**src/rtl/pc_split_pkg.sv**
```systemverilog
package pc_split_pkg;
  typedef struct packed {
    logic ld_lo;
    logic ld_hi;
    logic cin;
    logic lo_db;
    logic lo_adl;
    logic hi_db;
    logic hi_adh;
  } pc_ctrl_t;
endpackage

```
**src/rtl/pc_split_ctrl.sv**
```systemverilog
module pc_split_ctrl
  import pc_split_pkg::*;
(
  input  logic     clk_i,
  input  logic     rst_ni,
  input  logic     inc_req_i,
  input  logic     one_byte_i,
  input  logic     ld_lo_i,
  input  logic     ld_hi_i,
  input  logic     drv_lo_db_i,
  input  logic     drv_lo_adl_i,
  input  logic     drv_hi_db_i,
  input  logic     drv_hi_adh_i,
  output pc_ctrl_t ctrl_o
);
  pc_ctrl_t ctrl_d;

  always_comb begin
    ctrl_d.ld_lo  = ld_lo_i;
    ctrl_d.ld_hi  = ld_hi_i;
    ctrl_d.cin    = inc_req_i & ~one_byte_i;
    ctrl_d.lo_db  = drv_lo_db_i;
    ctrl_d.lo_adl = drv_lo_adl_i;
    ctrl_d.hi_db  = drv_hi_db_i;
    ctrl_d.hi_adh = drv_hi_adh_i;
  end

  always_ff @(posedge clk_i or negedge rst_ni) begin
    if (!rst_ni) ctrl_o <= '0;
    else         ctrl_o <= ctrl_d;
  end

  a_r4_one_byte_blocks: assert property (@(posedge clk_i) disable iff (!rst_ni)
    one_byte_i |=> !ctrl_o.cin);

  a_r7_drive_latency: assert property (@(posedge clk_i) disable iff (!rst_ni)
    !(drv_lo_db_i || drv_lo_adl_i || drv_hi_db_i || drv_hi_adh_i)
      |=> !(ctrl_o.lo_db || ctrl_o.lo_adl || ctrl_o.hi_db || ctrl_o.hi_adh));
endmodule

```
**src/rtl/pc_split_inc.sv**
```systemverilog
module pc_split_inc #(
  parameter int W   = 8,
  parameter int NIB = 4
) (
  input  logic [W-1:0] val_i,
  input  logic         cin_i,
  output logic [W-1:0] nxt_o,
  output logic         all_ones_o,
  output logic         nib_ones_o
);
  assign all_ones_o = &val_i;
  assign nib_ones_o = &val_i[NIB-1:0];

  generate
    if (NIB < W) begin : g_split
      // upper part carries on the nibble detect, not on a ripple
      assign nxt_o[NIB-1:0] = val_i[NIB-1:0] + NIB'(cin_i);
      assign nxt_o[W-1:NIB] = val_i[W-1:NIB] + (W-NIB)'(cin_i & nib_ones_o);
    end else begin : g_flat
      assign nxt_o = val_i + W'(cin_i);
    end
  endgenerate
endmodule

```
**src/rtl/pc_split_breg.sv**
```systemverilog
module pc_split_breg #(
  parameter int W = 8
) (
  input  logic         clk_i,
  input  logic         rst_ni,
  input  logic         ld_i,
  input  logic [W-1:0] bus_i,
  input  logic [W-1:0] inc_i,
  output logic [W-1:0] q_o
);
  always_ff @(posedge clk_i or negedge rst_ni) begin
    if (!rst_ni)   q_o <= '0;
    else if (ld_i) q_o <= bus_i;
    else           q_o <= inc_i;
  end

  a_r2_load_takes_bus: assert property (@(posedge clk_i) disable iff (!rst_ni)
    ld_i |=> (q_o == $past(bus_i)));
endmodule

```
**src/rtl/pc_split_drv.sv**
```systemverilog
module pc_split_drv #(
  parameter int W = 8
) (
  input  logic         lo_db_i,
  input  logic         lo_adl_i,
  input  logic         hi_db_i,
  input  logic         hi_adh_i,
  input  logic [W-1:0] lo_i,
  input  logic [W-1:0] hi_i,
  output logic [W-1:0] db_o,
  output logic         db_oe_o,
  output logic [W-1:0] adl_o,
  output logic         adl_oe_o,
  output logic [W-1:0] adh_o,
  output logic         adh_oe_o
);
  always_comb begin
    if (lo_db_i)      db_o = lo_i;
    else if (hi_db_i) db_o = hi_i;
    else              db_o = '0;
    db_oe_o  = lo_db_i | hi_db_i;
    adl_o    = lo_adl_i ? lo_i : '0;
    adl_oe_o = lo_adl_i;
    adh_o    = hi_adh_i ? hi_i : '0;
    adh_oe_o = hi_adh_i;
  end
endmodule

```
**src/rtl/pc_split.sv**
```systemverilog
module pc_split
  import pc_split_pkg::*;
#(
  parameter int BYTE_W = 8,
  parameter int NIB_W  = 4
) (
  input  logic              clk_i,
  input  logic              rst_ni,
  input  logic              inc_req_i,
  input  logic              one_byte_i,
  input  logic              ld_lo_i,
  input  logic              ld_hi_i,
  input  logic              drv_lo_db_i,
  input  logic              drv_lo_adl_i,
  input  logic              drv_hi_db_i,
  input  logic              drv_hi_adh_i,
  input  logic [BYTE_W-1:0] adl_i,
  input  logic [BYTE_W-1:0] adh_i,
  output logic [BYTE_W-1:0] db_o,
  output logic              db_oe_o,
  output logic [BYTE_W-1:0] adl_o,
  output logic              adl_oe_o,
  output logic [BYTE_W-1:0] adh_o,
  output logic              adh_oe_o,
  output logic              lo_ff_o,
  output logic              lo_nib_f_o
);
  localparam int PC_W = 2 * BYTE_W;

  pc_ctrl_t          ctrl;
  logic [BYTE_W-1:0] lo_q, hi_q, lo_nxt, hi_nxt;
  logic              lo_all, lo_nib, hi_all_unused, hi_nib_unused;
  logic              hi_cin;
  logic [PC_W-1:0]   pc_q;

  pc_split_ctrl u_ctrl (
    .clk_i, .rst_ni, .inc_req_i, .one_byte_i, .ld_lo_i, .ld_hi_i,
    .drv_lo_db_i, .drv_lo_adl_i, .drv_hi_db_i, .drv_hi_adh_i,
    .ctrl_o(ctrl)
  );

  pc_split_inc #(.W(BYTE_W), .NIB(NIB_W)) u_inc_lo (
    .val_i(lo_q), .cin_i(ctrl.cin), .nxt_o(lo_nxt),
    .all_ones_o(lo_all), .nib_ones_o(lo_nib)
  );

  assign hi_cin = ctrl.cin & lo_all;

  pc_split_inc #(.W(BYTE_W), .NIB(NIB_W)) u_inc_hi (
    .val_i(hi_q), .cin_i(hi_cin), .nxt_o(hi_nxt),
    .all_ones_o(hi_all_unused), .nib_ones_o(hi_nib_unused)
  );

  pc_split_breg #(.W(BYTE_W)) u_reg_lo (
    .clk_i, .rst_ni, .ld_i(ctrl.ld_lo), .bus_i(adl_i), .inc_i(lo_nxt), .q_o(lo_q)
  );

  pc_split_breg #(.W(BYTE_W)) u_reg_hi (
    .clk_i, .rst_ni, .ld_i(ctrl.ld_hi), .bus_i(adh_i), .inc_i(hi_nxt), .q_o(hi_q)
  );

  pc_split_drv #(.W(BYTE_W)) u_drv (
    .lo_db_i(ctrl.lo_db), .lo_adl_i(ctrl.lo_adl),
    .hi_db_i(ctrl.hi_db), .hi_adh_i(ctrl.hi_adh),
    .lo_i(lo_nxt), .hi_i(hi_nxt),
    .db_o, .db_oe_o, .adl_o, .adl_oe_o, .adh_o, .adh_oe_o
  );

  assign lo_ff_o    = lo_all;
  assign lo_nib_f_o = lo_nib;
  assign pc_q       = {hi_q, lo_q};

  a_r5_hold_when_idle: assert property (@(posedge clk_i) disable iff (!rst_ni)
    (!ctrl.ld_lo && !ctrl.ld_hi && !ctrl.cin) |=> $stable(pc_q));

  a_r3_step_by_one: assert property (@(posedge clk_i) disable iff (!rst_ni)
    (!ctrl.ld_lo && !ctrl.ld_hi && ctrl.cin)
      |=> (pc_q == PC_W'($past(pc_q) + 1)));

  a_r10_wrap_to_zero: assert property (@(posedge clk_i) disable iff (!rst_ni)
    (!ctrl.ld_lo && !ctrl.ld_hi && ctrl.cin && (&pc_q)) |=> (pc_q == '0));

  a_r11_hi_carry_on_lo_load: assert property (@(posedge clk_i) disable iff (!rst_ni)
    (ctrl.ld_lo && !ctrl.ld_hi && ctrl.cin && lo_ff_o)
      |=> (hi_q == BYTE_W'($past(hi_q) + 1)));
endmodule

```
**config.mk**
```make
export PLATFORM = sky130hd
export DESIGN_NAME = pc_split
export DESIGN_NICKNAME = d
export VERILOG_FILES = /design/src/rtl/pc_split_pkg.sv /design/src/rtl/pc_split_ctrl.sv /design/src/rtl/pc_split_inc.sv /design/src/rtl/pc_split_breg.sv /design/src/rtl/pc_split_drv.sv /design/src/rtl/pc_split.sv
export SDC_FILE = /design/constraint.sdc
export NUM_CORES = 1
export LEC_CHECK = 0
export CAP_MARGIN = 10
export CELL_PAD_IN_SITES_DETAIL_PLACEMENT = 0
export CELL_PAD_IN_SITES_GLOBAL_PLACEMENT = 1
export CORE_MARGIN = 1
export CORE_UTILIZATION = 31
export DETAILED_ROUTE_END_ITERATION = 7
export PLACE_DENSITY_LB_ADDON = 0.1
export SYNTH_ARGS = -nofsm -noshare
export SYNTH_HDL_FRONTEND = slang
export SYNTH_SLANG_ARGS = --single-unit
```
**constraint.sdc**
```tcl
create_clock -name clk_i -period 1.9 [get_ports clk_i]
set_input_delay 0.19 -clock clk_i [delete_from_list [all_inputs] [get_ports clk_i]]
set_output_delay 0.19 -clock clk_i [all_outputs]
set_load 0.005 [all_outputs]
```
# Word-level counts from Yosys, hierarchy flattened
# Cells that the tools add are included.
# Widths: inputs -> output; s select.
[totals]
input_bits = 26
wordCells = 28
register_bits = 23
[op_classes]
bitwise_logic = 6
reduce_logical = 3
n_addsub = 4
mux = 6
[op_table]
columns = ["op", "n"]
rows = [
  ["$mux 8", 6],
  ["$add 4x1->4", 2],
  ["$add 4x4->4", 2],
  ["$reduce_and 4->1", 2],
  ["$reduce_and 8->1", 1],
  ["$and 1x1->1", 4],
  ["$not 1->1", 1],
  ["$or 1x1->1", 1],
]

# Depth between registers and ports, before layout
[depth]
word_depth = 6
mapped_depth = 8
mapped_depth_nobuf = 8

# Cells and area by module
# Synthesis repeated with hierarchy kept, for this count alone.
[hier_totals]
hier_cells = 104
hier_area_um2 = 1337.5
[modules_own_cells]
columns = ["mod", "cells_each", "instances", "seq_area_each_um2", "area_per_inst_um2"]
rows = [
  ["pc_split_breg", 17, 2, 200.2, 331.6],
  ["pc_split_inc", 14, 2, 0.0, 127.6],
  ["pc_split_drv", 33, 1, 0.0, 224.0],
  ["pc_split_ctrl", 8, 1, 175.2, 188.9],
  ["pc_split", 1, 1, 0.0, 6.3],
]

# Worst setup path before layout
# No wires, ideal clock.
[synth_timing]
path_type = "reg2out"
startpoint = "reg u_reg_lo.q_o[2]"
endpoint = "out db_o[6]"
required_ps = 1710
path_slack_ps = 264
path_buffers = 0
arrival_ps = 1446
path_stages_with_launch = 9
cell_sequence = "dfrtp_1 nand4_1 inv_1 nand2_2 nor3_2 ha_1 ha_1 xor2_1 a22o_1"
[synth_between]
elab_cells_between_ends = 9
classes_between = "add/sub: 2; mux: 2; bitwise: 3; reduce/logical: 2"
[synth_lines]
columns = ["item", "line_no", "source"]
rows = [
  ["start: declaration", "pc_split_breg.sv:9", "output logic [W-1:0] q_o"],
  ["start signal: assignment", "pc_split_breg.sv:13", "else if (ld_i) q_o <= bus_i;"],
  ["start signal: assignment", "pc_split_breg.sv:14", "else q_o <= inc_i;"],
  ["$reduce_and 4->1", "pc_split_inc.sv:12", "assign nib_ones_o = &val_i[NIB-1:0];"],
  ["net lo_nib_f_o", "pc_split.sv:26", "output logic lo_nib_f_o"],
  ["$and 1x1->1", "pc_split_inc.sv:18", "assign nxt_o[W-1:NIB] = val_i[W-1:NIB] + (W-NIB)'(cin_i & nib_ones_o);"],
  ["$add 4x4->4", "pc_split_inc.sv:18", ""],
  ["$mux 8", "pc_split_drv.sv:18", "if (lo_db_i) db_o = lo_i;"],
  ["end: declaration", "pc_split.sv:19", "output logic [BYTE_W-1:0] db_o,"],
]
# The timed path passes the listed nets, and every way through them passes these cells.

# Final worst setup path
[layout_timing]
startpoint = "reg u_reg_lo.q_o[3]"
endpoint = "out db_o[6]"
[layout_between]
elab_chain_len = 6
elab_cells_between_ends = 9
classes_between = "add/sub: 2; mux: 2; bitwise: 3; reduce/logical: 2"
[layout_rtl]
columns = ["item", "line_no", "source"]
rows = [
  ["$reduce_and 8->1", "pc_split_inc.sv:11", "assign all_ones_o = &val_i;"],
  ["$and 1x1->1", "pc_split.sv:47", "assign hi_cin = ctrl.cin & lo_all;"],
  ["$and 1x1->1", "pc_split_inc.sv:18", ""],
  ["$add 4x4->4", "pc_split_inc.sv:18", ""],
  ["$mux 8", "pc_split_drv.sv:19", "else if (hi_db_i) db_o = hi_i;"],
  ["$mux 8 *", "pc_split_drv.sv:18", ""],
]
# Mark *: on every way between the ends. The rest lies on a longest branch, timed or not.

==> flow_metrics.tcl <==
set metrics [dict create \
    grt_pass1_vias 1170 \
    multi_input_area_um2 861 \
    synth_nets 137 \
    cts_tree "yes" \
    fin_skew_ns 0.00384 \
    placementRows 22 \
    drc 0 \
    cts_buffer_depth 2 \
    clkTransAtPathRegs_ns 0.08 \
    htreeDepth 1 \
    place.gp.congestion 0.702 \
    core_area_um2 3740 \
    whs_ns 0.275 \
    synth_edf_count 0 \
    drive_gt1_frac 0.541 \
    relSlewSlack 0.761 \
    fin_ws_ns -0.280 \
    synth_top_area_cell "dfrtp_1" \
    vias 1085 \
    stdcell_area_um2 2310 \
    vdd_drop_max_v 0.000324 \
    worstMarginPinSlew_ns 0.359 \
    holdBufCountCts 0 \
    end_kind "output port" \
    setup_viol 16 \
    p_int_mw 1.01 \
    track_usage 0.175 \
    avgSynthCellArea_um2 11.9 \
    start_util 0.329 \
    place.port_buffers 54 \
    drtIter0Drc 16 \
    synth_ff_type "dfrtp_1" \
    drv_slew 0 \
    total_power_mw 1.38 \
    seqCellArea_um2 576 \
    violations "negative setup slack" \
    outcome "finished with violations" \
    combPwrFrac 0.363 \
    vias_per_cell 4.48 \
    worstHoldPathType "in -> async" \
    filler_cell_count 320 \
    post_drt_wl_per_cell_um 14.4 \
    synth_commonest_cells "dfrtp_1 (23), mux2_2 (14), and2_1 (13)" \
    fmax_mhz 459 \
    cp.arrival_ns 1.99 \
    area_growth_pct 87.6 \
    crit_required_ns 1.71 \
    yosysTopAreaCellShare 0.468 \
    power_density_nw_per_um2 600 \
    clkSinkCount 23 \
    synth_most_common_cell "dfrtp_1" \
    antenna_cells 0 \
    grt_overflow_total 0 \
    drv_cap 0 \
    dpl_cell_area_um2 1940 \
    crit_fanout 3 \
    cts_buffers 3 \
    clk_latency_ns 0.26 \
    post-place-ws_ns -0.438 \
    drt-total-wl_um 3480 \
    swShare 0.270 \
    fin_crit_sh 1.15 \
    seq_area_frac_synth 0.468 \
    hold_viol_final 0 \
    p_leak_nw 1.06 \
    antenna_found_initial 0 \
    root_buffer "clkbuf_8" \
    yosys-top-cells-area "dfrtp_1 (47%), mux2_2 (13%), ha_1 (8.1%)" \
    async_flop_share 1.00 \
    die_y_um 65.0 \
    pwr-share-clk 0.216 \
    fp.dieW_um 65.0 \
    pwr-share-seq 0.422 \
    dpl.hpwl_um 2440 \
    nets 229 \
    grt_first_pass_wirelength_um 5550 \
    grt_max_degree 24 \
    rsz0062_at_grt "true" \
    yosysWarnings 0 \
    dr.pass1.iters 2 \
    crit_path_start_kind "flop" \
    critPathKind "reg -> out" \
    p_sw_mw 0.374 \
    finalCriticalPeriod_ns 2.18 \
    ant_nets 0 \
    io_pins 55 \
    ys_types 25 \
    synth_cells 103 \
    synth-seq-cells 23 \
    die-area_um2 4220 \
    synth_area_um2 1230 \
]
flip-flops by register name (all words and copies together), names as in the netlist:
register,cells
u_reg_hi.q_o,8
u_reg_lo.q_o,8
u_ctrl.ctrl_o,7
repair_timing:
item,CTS,global route
pin swaps,23,12
gates resized for setup,117,14
gates cloned,0,0
buffers inserted,15,5
setup endpoints to repair,24,23
endpoints found under the hold margin,0,0
routing by layer:
| layer | part of all wire | vias up | global-route usage |
|---|---|---|---|
| met4 | 0.0057 | 0 | 0.0389 |
| met1 | 0.42 | 507 | 0.210 |
| li1 | - | 536 | - |
| met5 | 0 | - | 0 |
| met2 | 0.52 | 40 | 0.322 |
| met3 | 0.055 | 2 | 0.0282 |
path summary, 6_finish.rpt:
check                           startpoint                to  slack, ns  cells past startpoint
max reg2reg                u_reg_lo.q_o[3]   u_reg_lo.q_o[6]       0.05                     10
min reg2reg                u_reg_hi.q_o[3]   u_reg_hi.q_o[3]       0.67                      2
max in group asynchronous           rst_ni   u_reg_hi.q_o[3]       1.39                      2
max                        u_reg_lo.q_o[3]           db_o[6]      -0.28                     10
min                                 rst_ni  u_ctrl.ctrl_o[6]       0.28                      2
min in group clk_i            drv_lo_adl_i  u_ctrl.ctrl_o[2]       0.36                      1
cells by family after synthesis:
kind of cell             synth area share
flip-flops                          0.468
AO/OA/AOI/OAI                      0.0539
XOR/XNOR                           0.0631
multiplexers                        0.144
adder cells (fa/ha/maj)            0.0814
AND/OR/NAND/NOR                     0.165
buffers and inverters              0.0244
critical path, stage by stage, from the launching register on:
cell	delay [ns]
dfrtp_1	0.37
nand4_1	0.15
inv_2	0.11
nand2_4	0.08
nor3_4	0.18
ha_4	0.19
ha_4	0.15
xor2_4	0.07
buf_6	0.12
a22o_1	0.18
buf_2	0.12
cells in the final DEF, fill, tap and decap left out, types with 2 or more instances in the layout:
cell type,synthesis,layout
a22o_1,5,5
clkbuf_2,0,3
ha_4,0,8
xnor2_2,1,2
nor2b_1,3,3
mux2i_1,2,2
inv_1,4,2
dlygate4sd2_1,0,3
buf_4,0,32
clkdlybuf4s50_1,0,29
mux2_2,14,14
nand4_1,3,3
dfrtp_1,23,23
clkbuf_8,0,3
xor2_2,0,4
buf_2,3,13
and2_4,0,3
buf_6,0,7
clkdlybuf4s15_1,0,2
xor2_4,0,2
and2_1,13,10
nand3_2,1,3
area by class of cell:
| class | instances | area share |
|---|---|---|
| Tap cell | 48 | 0.0260 |
| Sequential cell | 23 | 0.249 |
| Inverter | 4 | 0.00759 |
| Timing Repair Buffer | 90 | 0.324 |
| Multi-Input combinational cell | 73 | 0.373 |
| Clock buffer | 4 | 0.0195 |
power by group through the flow:
stage	combinational (mW)	clock, mW	sequential (mW)
floorplan	0.155	0	0.574
global placement	0.411	0	0.581
detailed placement	0.412	0	0.585
CTS	0.480	0.311	0.582
global route	0.543	0.334	0.591
finish	0.502	0.298	0.583
metrics by stage:
step | util | setup TNS [ns] | cells
after floorplan | - | 0 | 103
after global placement | 0.519 | -3.84 | 219
after detailed placement | 0.519 | -4.44 | 219
after CTS | 0.601 | -1.86 | 238
after global routing | 0.616 | -3.69 | 242
final | 0.616 | -1.94 | 242
Note: power is estimated with default switching activity, not from simulation.
